==> src/rtl/m2m_pkg.sv <==
package m2m_pkg;

   localparam int unsigned PHASE_LEN = 4;
   localparam int unsigned PH_W      = $clog2(PHASE_LEN);

   typedef enum logic [1:0] {
      SQ_IDLE,
      SQ_BUSREQ,
      SQ_READ,
      SQ_WRITE
   } seq_state_e;

endpackage

==> src/rtl/m2m_chan.sv <==
module m2m_chan #(
   parameter int unsigned AW      = 16,
   parameter int unsigned CW      = 16,
   parameter bit          HOLD_EN = 1'b0
) (
   input  logic          clk,
   input  logic          rst_n,
   input  logic          load_i,
   input  logic [AW-1:0] load_addr_i,
   input  logic [CW-1:0] load_cnt_i,
   input  logic          step_i,
   input  logic          down_i,
   input  logic          hold_i,
   input  logic          autoinit_i,
   output logic [AW-1:0] addr_o,
   output logic [CW-1:0] cnt_o,
   output logic          underflow_o
);

   logic [AW-1:0] base_addr_q, cur_addr_q, next_addr;
   logic [CW-1:0] base_cnt_q, cur_cnt_q;
   logic [AW-1:0] moved_addr;

   assign moved_addr  = down_i ? cur_addr_q - AW'(1) : cur_addr_q + AW'(1);
   assign underflow_o = (cur_cnt_q == '0);
   assign addr_o      = cur_addr_q;
   assign cnt_o       = cur_cnt_q;

   generate
      if (HOLD_EN) begin : g_hold
         assign next_addr = hold_i ? cur_addr_q : moved_addr;
      end else begin : g_nohold
         logic unused_hold;
         assign unused_hold = hold_i;
         assign next_addr   = moved_addr;
      end
   endgenerate

   always_ff @(posedge clk or negedge rst_n) begin
      if (!rst_n) begin
         base_addr_q <= '0;
         cur_addr_q  <= '0;
         base_cnt_q  <= '0;
         cur_cnt_q   <= '0;
      end else if (load_i) begin
         base_addr_q <= load_addr_i;
         cur_addr_q  <= load_addr_i;
         base_cnt_q  <= load_cnt_i;
         cur_cnt_q   <= load_cnt_i;
      end else if (step_i) begin
         if (underflow_o && autoinit_i) begin
            cur_addr_q <= base_addr_q;
            cur_cnt_q  <= base_cnt_q;
         end else begin
            cur_addr_q <= next_addr;
            cur_cnt_q  <= cur_cnt_q - CW'(1);
         end
      end
   end

   AST_COUNT_STEP: assert property (@(posedge clk) disable iff (!rst_n)
      (step_i && !load_i && !(underflow_o && autoinit_i)) |=> (cnt_o == CW'($past(cnt_o) - CW'(1))));

   AST_RELOAD_BASE: assert property (@(posedge clk) disable iff (!rst_n)
      (step_i && !load_i && underflow_o && autoinit_i) |=> (addr_o == $past(base_addr_q)));

   generate
      if (HOLD_EN) begin : g_hold_chk
         AST_HOLD_ADDR: assert property (@(posedge clk) disable iff (!rst_n)
            (step_i && hold_i && !load_i && !(underflow_o && autoinit_i)) |=> $stable(addr_o));
      end
   endgenerate

endmodule

==> src/rtl/m2m_seq.sv <==
module m2m_seq
   import m2m_pkg::*;
(
   input  logic clk,
   input  logic rst_n,
   input  logic start_i,
   input  logic hlda_i,
   input  logic last_i,
   input  logic eop_in_i,
   output logic hrq_o,
   output logic in_read_o,
   output logic rd_o,
   output logic wr_o,
   output logic cap_o,
   output logic src_step_o,
   output logic dst_step_o,
   output logic tc_o
);

   localparam logic [PH_W-1:0] PH_LAST  = PH_W'(PHASE_LEN - 1);
   localparam logic [PH_W-1:0] PH_STB_A = PH_W'(1);
   localparam logic [PH_W-1:0] PH_STB_B = PH_W'(2);

   seq_state_e      st_q, st_d;
   logic [PH_W-1:0] ph_q, ph_d;
   logic            eop_pend_q;
   logic            stop_now;
   logic            strobe_win;

   assign stop_now   = last_i | eop_pend_q | eop_in_i;
   assign strobe_win = (ph_q == PH_STB_A) || (ph_q == PH_STB_B);

   always_comb begin
      st_d = st_q;
      ph_d = ph_q;
      case (st_q)
         SQ_IDLE: begin
            ph_d = '0;
            if (start_i) st_d = SQ_BUSREQ;
         end
         SQ_BUSREQ: begin
            ph_d = '0;
            if (hlda_i) st_d = SQ_READ;
         end
         SQ_READ: begin
            if (ph_q == PH_LAST) begin
               st_d = SQ_WRITE;
               ph_d = '0;
            end else begin
               ph_d = ph_q + PH_W'(1);
            end
         end
         SQ_WRITE: begin
            if (ph_q == PH_LAST) begin
               st_d = stop_now ? SQ_IDLE : SQ_READ;
               ph_d = '0;
            end else begin
               ph_d = ph_q + PH_W'(1);
            end
         end
         default: begin
            st_d = SQ_IDLE;
            ph_d = '0;
         end
      endcase
   end

   always_ff @(posedge clk or negedge rst_n) begin
      if (!rst_n) begin
         st_q       <= SQ_IDLE;
         ph_q       <= '0;
         eop_pend_q <= 1'b0;
      end else begin
         st_q <= st_d;
         ph_q <= ph_d;
         if (st_q == SQ_IDLE) eop_pend_q <= 1'b0;
         else if (eop_in_i)   eop_pend_q <= 1'b1;
      end
   end

   assign hrq_o      = (st_q != SQ_IDLE);
   assign in_read_o  = (st_q == SQ_READ);
   assign rd_o       = (st_q == SQ_READ)  && strobe_win;
   assign wr_o       = (st_q == SQ_WRITE) && strobe_win;
   assign cap_o      = (st_q == SQ_READ)  && (ph_q == PH_STB_B);
   assign src_step_o = (st_q == SQ_READ)  && (ph_q == PH_LAST);
   assign dst_step_o = (st_q == SQ_WRITE) && (ph_q == PH_LAST);
   assign tc_o       = dst_step_o && last_i;

   AST_STROBE_UNDER_HRQ: assert property (@(posedge clk) disable iff (!rst_n)
      (rd_o || wr_o) |-> hrq_o);

   AST_WAIT_GRANT: assert property (@(posedge clk) disable iff (!rst_n)
      (hrq_o && !in_read_o && !wr_o && !hlda_i && st_q == SQ_BUSREQ) |=> !rd_o);

   AST_TC_RELEASES: assert property (@(posedge clk) disable iff (!rst_n)
      tc_o |=> !hrq_o);

   AST_EOP_RELEASES: assert property (@(posedge clk) disable iff (!rst_n)
      (dst_step_o && (eop_in_i || eop_pend_q)) |=> !hrq_o);

   AST_WRITE_AFTER_READ: assert property (@(posedge clk) disable iff (!rst_n)
      src_step_o |=> (hrq_o && !in_read_o));

endmodule

==> src/rtl/m2m_copy_engine.sv <==
module m2m_copy_engine #(
   parameter int unsigned AW = 16,
   parameter int unsigned CW = 16,
   parameter int unsigned DW = 8
) (
   input  logic          clk,
   input  logic          rst_n,
   input  logic          cfg_m2m_en,
   input  logic          cfg_src_hold,
   input  logic          cfg_src_down,
   input  logic          cfg_dst_down,
   input  logic          cfg_src_autoinit,
   input  logic          cfg_dst_autoinit,
   input  logic          cfg_verify,
   input  logic          ld_src,
   input  logic          ld_dst,
   input  logic [AW-1:0] ld_addr,
   input  logic [CW-1:0] ld_count,
   input  logic          req_hw,
   input  logic          req_sw,
   input  logic          hlda,
   output logic          hrq,
   output logic [AW-1:0] mem_addr,
   output logic          mem_rd,
   output logic          mem_wr,
   input  logic [DW-1:0] rd_data,
   output logic [DW-1:0] wr_data,
   input  logic          eop_in,
   output logic          eop_out,
   output logic          tc_status,
   output logic          dst_mask
);

   generate
      if (AW < 2) begin : g_bad_aw
         $error("m2m_copy_engine: AW must be at least 2");
      end
      if (CW < 1) begin : g_bad_cw
         $error("m2m_copy_engine: CW must be at least 1");
      end
      if (DW < 1) begin : g_bad_dw
         $error("m2m_copy_engine: DW must be at least 1");
      end
   endgenerate

   logic          start;
   logic          in_read, cap, src_step, dst_step, tc_evt;
   logic [AW-1:0] src_addr, dst_addr;
   logic [CW-1:0] unused_src_cnt, unused_dst_cnt;
   logic          unused_src_uf;
   logic          dst_last;
   logic [DW-1:0] hold_byte_q;
   logic          tc_q, mask_q;

   assign start = cfg_m2m_en && !cfg_verify && !mask_q && (req_hw || req_sw);

   m2m_chan #(.AW(AW), .CW(CW), .HOLD_EN(1'b1)) i_src_chan (
      .clk         (clk),
      .rst_n       (rst_n),
      .load_i      (ld_src),
      .load_addr_i (ld_addr),
      .load_cnt_i  (ld_count),
      .step_i      (src_step),
      .down_i      (cfg_src_down),
      .hold_i      (cfg_src_hold),
      .autoinit_i  (cfg_src_autoinit),
      .addr_o      (src_addr),
      .cnt_o       (unused_src_cnt),
      .underflow_o (unused_src_uf)
   );

   m2m_chan #(.AW(AW), .CW(CW), .HOLD_EN(1'b0)) i_dst_chan (
      .clk         (clk),
      .rst_n       (rst_n),
      .load_i      (ld_dst),
      .load_addr_i (ld_addr),
      .load_cnt_i  (ld_count),
      .step_i      (dst_step),
      .down_i      (cfg_dst_down),
      .hold_i      (1'b0),
      .autoinit_i  (cfg_dst_autoinit),
      .addr_o      (dst_addr),
      .cnt_o       (unused_dst_cnt),
      .underflow_o (dst_last)
   );

   m2m_seq i_seq (
      .clk        (clk),
      .rst_n      (rst_n),
      .start_i    (start),
      .hlda_i     (hlda),
      .last_i     (dst_last),
      .eop_in_i   (eop_in),
      .hrq_o      (hrq),
      .in_read_o  (in_read),
      .rd_o       (mem_rd),
      .wr_o       (mem_wr),
      .cap_o      (cap),
      .src_step_o (src_step),
      .dst_step_o (dst_step),
      .tc_o       (tc_evt)
   );

   always_ff @(posedge clk or negedge rst_n) begin
      if (!rst_n) begin
         hold_byte_q <= '0;
         tc_q        <= 1'b0;
         mask_q      <= 1'b0;
      end else begin
         if (cap) hold_byte_q <= rd_data;
         if (ld_dst) begin
            tc_q   <= 1'b0;
            mask_q <= 1'b0;
         end else if (tc_evt) begin
            tc_q <= 1'b1;
            if (!cfg_dst_autoinit) mask_q <= 1'b1;
         end
      end
   end

   assign mem_addr  = in_read ? src_addr : dst_addr;
   assign wr_data   = hold_byte_q;
   assign eop_out   = tc_evt;
   assign tc_status = tc_q;
   assign dst_mask  = mask_q;

   AST_DISABLED_QUIET: assert property (@(posedge clk) disable iff (!rst_n)
      (!hrq && !cfg_m2m_en) |=> !hrq);

   AST_MASK_HOLDS_OFF: assert property (@(posedge clk) disable iff (!rst_n)
      (!hrq && dst_mask && !ld_dst) |=> !hrq);

   AST_VERIFY_BLOCKS: assert property (@(posedge clk) disable iff (!rst_n)
      (!hrq && cfg_verify) |=> !hrq);

   AST_TC_FLAGGED: assert property (@(posedge clk) disable iff (!rst_n)
      (eop_out && !ld_dst) |=> tc_status);

   AST_EOP_SINGLE: assert property (@(posedge clk) disable iff (!rst_n)
      eop_out |=> !eop_out);

endmodule

==> config.mk <==
export PLATFORM = sky130hd
export DESIGN_NAME = m2m_copy_engine
export DESIGN_NICKNAME = d
export VERILOG_FILES = /design/src/rtl/m2m_pkg.sv /design/src/rtl/m2m_chan.sv /design/src/rtl/m2m_seq.sv /design/src/rtl/m2m_copy_engine.sv
export SDC_FILE = /design/constraint.sdc
export NUM_CORES = 1
export LEC_CHECK = 0
export BUFFER_PORTS_ARGS = -buffer_cell sky130_fd_sc_hd__buf_2
export CORE_MARGIN = 5
export CORE_UTILIZATION = 25
export CTS_CLUSTER_SIZE = 40
export DETAILED_ROUTE_END_ITERATION = 10
export GPL_TIMING_DRIVEN = 0
export PLACE_DENSITY = 0.37
export SYNTH_ARGS = -nofsm -noshare
export SYNTH_HDL_FRONTEND = slang
export SYNTH_SLANG_ARGS = --single-unit
export TNS_END_PERCENT = 1
==> constraint.sdc <==
create_clock -name clk -period 3.45 [get_ports clk]
set_input_delay 0.345 -clock clk [delete_from_list [all_inputs] [get_ports clk]]
set_output_delay 0.345 -clock clk [all_outputs]
set_load 0.03 [all_outputs]
==> reports/results.ini <==
[status]
status=finished clean

[layout]
postLayoutCoreUtil=0.305
antenna_diode_instance_count=0
mostFrequentLayoutCell=sky130_fd_sc_hd__dfrtp_1
final_cell_mix=143 x sky130_fd_sc_hd__dfrtp_1, 110 x sky130_fd_sc_hd__o21ai_0, 89 x sky130_fd_sc_hd__nand2_1, 86 x sky130_fd_sc_hd__buf_2, 74 x sky130_fd_sc_hd__a21oi_1
area.growth.synth_to_final_pct=19.7
fillers=3551
final-instance-count-excl-fill=1478
final_layout_size_suffix_gt1_frac=0.175
design.final.nets=1113

[setup_path]
cp.required_ps=3790
critPathKind=register to register
cp-end-kind=register
critical_path.max_stage_delay_ps=920
worstPathMaxFanout=10
crit_arrival_ps=3480
path_cells=nor4_4, nand4b_2, nor4_2, clkbuf_1, nand2_1, o211ai_1, o21ai_0, a21oi_1
crit_buf_inv=1
cpMaxStageDelayCell=sky130_fd_sc_hd__nor4_2
critical_path.startpoint_type=register
timing.critical_path.max_delay_family=simple AND/OR/NAND/NOR gates

[clock_network]
max-clock-path-buffers=2
htreeDepth=4
clock_transition_time_at_the_flip_flop_clock_pins_of_the_worst_setup_and_hold_paths_ps=70
root_buffer=sky130_fd_sc_hd__clkbuf_16
worst_skew_pair.late_latency_ps=430
cts.sinks=143
cts_tree=built
cts_made_buffers=17
post_cts.repair.setup_buffers=0

[power_and_ir_drop]
total_leakage_power_nw=4.24
total_power_mw=7.06
power_density_normalized_to_cell_area_nw_per_um2=708
ir_drop_mv=0.421

[synth]
avgSynthCellArea_um2=9.06
synth_cell_types=59
synth.yosys.warnings=0
postSynthCellCount=920
yosys_most_used_dff=sky130_fd_sc_hd__dfrtp_1
synthArstFlopShare=1.00
ys_ff_latch=143
postSynthNetCount=1010
synthesis.area_um2=8330
count_of_flip_flops_with_a_built_in_enable_after_synthesis=0
synth.yosys.seq_area_share=0.429

[sta]
unrepaired_setup_endpoints_after_global_routing=no
final_min_period_over_clock_period=0.908
slew_viol_final=0
fmax_mhz=319
timing.final.crit_period_ps=3130
hold_viol_final=0
relSlewSlack=0.299
actual_slew_at_the_worst_max_slew_pin_ps=1040
post-route-worst-setup-slack_ps=317
setup_total_negative_slack_ps=0
fin_skew_ps=21.1
setup_violations=0

[floorplan]
number_of_top_level_pins=85
std_cell_rows=66
start_util=0.255
chipHeight_um=193
die-width_um=193
coreArea_um2=32700
die-area_um2=37100

[routing]
drc_errors=0
drt_first_iter_violations=438
dr_total_vias=7319
wl_per_cell_um=20.5
drtPass1Iterations=7
ant_nets=0
drt_wl_total_um=30300
avgViaCountPerCell=4.95

[job]
maxCapViolations=0

[grt]
antenna_found_initial=0
gr-usage-all-layers=0.165
grt_pass1_wl_um=46200
grt_overflow=0
vias_in_the_first_global_route=7435
grt_start_max_net_pins=90

[place]
gp_routability_congestion=0.814
hpwlAfterDp_um=22600
placement.io_buffers=82
placed_cells=1445
dp_slack_ps=209

[min_path]
holdCritPathClass=input pin to register

path summary, 6_finish.rpt:
check                                                      from                                     to  slack, ps  cells past startpoint
worst min-delay path                                 rd_data[5]                 wr_data[5]$_DFFE_PN0P_        150                      2
min in group asynchronous                                 rst_n  i_src_chan.base_addr_q[8]$_DFFE_PN0P_        450                      2
max in group asynchronous                                 rst_n       i_dst_chan.addr_o[3]$_DFFE_PN0P_       2170                      3
worst max register to register  i_src_chan.cnt_o[6]$_DFFE_PN0P_       i_src_chan.addr_o[3]$_DFFE_PN0P_        320                      8
worst min register to register          i_seq.ph_q[0]$_DFF_PN0_                i_seq.ph_q[0]$_DFF_PN0_        460                      1
worst max-delay path            i_src_chan.cnt_o[6]$_DFFE_PN0P_       i_src_chan.addr_o[3]$_DFFE_PN0P_        320                      8
per-stage QoR:
step / area [um^2] / hold WS [ps]
after CTS: 9970 / 130
after floorplan: 8330 / 49.4
final: 9980 / 148
after global placement: 9300 / 450
after detailed placement: 9330 / 325
after global routing: 9980 / 141
where the power goes:
group	switching (mW)	internal [mW]	leakage, nW
Sequential	0.294	1.99	1.71
Combinational	1.68	1.05	2.23
Clock	0.804	1.24	0.301
registers in the layout, indices dropped and copies added (netlist names):
register                flops
i_src_chan.cnt_o           16
i_dst_chan.base_cnt_q      16
i_seq.st_q                  2
wr_data                     8
i_dst_chan.cnt_o           16
i_src_chan.base_cnt_q      16
i_seq.ph_q                  2
i_src_chan.addr_o          16
tc_status                   1
i_dst_chan.base_addr_q     16
dst_mask                    1
i_dst_chan.addr_o          16
i_seq.eop_pend_q            1
i_src_chan.base_addr_q     16
cell families (layout without fill, tap and decap cells):
| family | count (synthesis) | in the layout | synth area share |
|---|---|---|---|
| AOI/OAI and AO/OA | 305 | 305 | 0.223 |
| xor gates and xnor gates | 27 | 27 | 0.0284 |
| adders and majority gates | 35 | 35 | 0.0544 |
| buffers and inverters | 100 | 216 | 0.0467 |
| DFF | 143 | 143 | 0.429 |
| muxes | 56 | 56 | 0.0751 |
| and+or+nand+nor | 254 | 254 | 0.143 |
cell usage after synthesis (all sizes together) (11+ instances only):
| cell | n | area [um^2] |
|---|---|---|
| a31oi | 11 | 83.8 |
| nor3 | 29 | 145 |
| inv | 52 | 195 |
| a21o | 14 | 105 |
| nand2 | 89 | 334 |
| dfrtp | 143 | 3580 |
| buf | 14 | 66.3 |
| xnor2 | 17 | 149 |
| a21oi | 75 | 379 |
| a211oi | 14 | 105 |
| ha | 33 | 413 |
| o31ai | 12 | 90.1 |
| o22ai | 11 | 68.8 |
| clkbuf | 33 | 124 |
| o21ai | 111 | 556 |
| nor2 | 68 | 255 |
| mux2 | 52 | 586 |
worst register-to-register path: stages (launching register included):
cell	delay, ps
sky130_fd_sc_hd__dfrtp_1	430
sky130_fd_sc_hd__nor4_4	410
sky130_fd_sc_hd__nand4b_2	220
sky130_fd_sc_hd__nor4_2	930
sky130_fd_sc_hd__clkbuf_1	570
sky130_fd_sc_hd__nand2_1	120
sky130_fd_sc_hd__o211ai_1	110
sky130_fd_sc_hd__o21ai_0	110
sky130_fd_sc_hd__a21oi_1	160
cell type report:
type                    instances  area, um^2  share of cell area
clock inverters                12         180              0.0181
well taps                     442         553              0.0554
repair buffers                 84         458              0.0459
inverters                      53         199              0.0199
clock buffers                  20         447              0.0448
flip-flops and latches        143        3580               0.359
plain buffers                  47         190              0.0191
multi-input cells             677        4370               0.438
repair_timing:
item | in CTS | in global routing
hold endpoints to repair | 54 | 0
hold buffers | 1 | 0
setup endpoints to repair | 0 | 1
gates resized for setup | 0 | 1
layer usage:
layer | up-vias | global-route usage | wire [um]
met1 | 3607 | 0.226 | 14800
met4 | 0 | 0.0442 | 645
met5 | - | 0 | 0
li1 | 3540 | - | -
met3 | 37 | 0.0212 | 750
met2 | 135 | 0.275 | 14100
No activity file was read; power rests on OpenSTA's default activity.
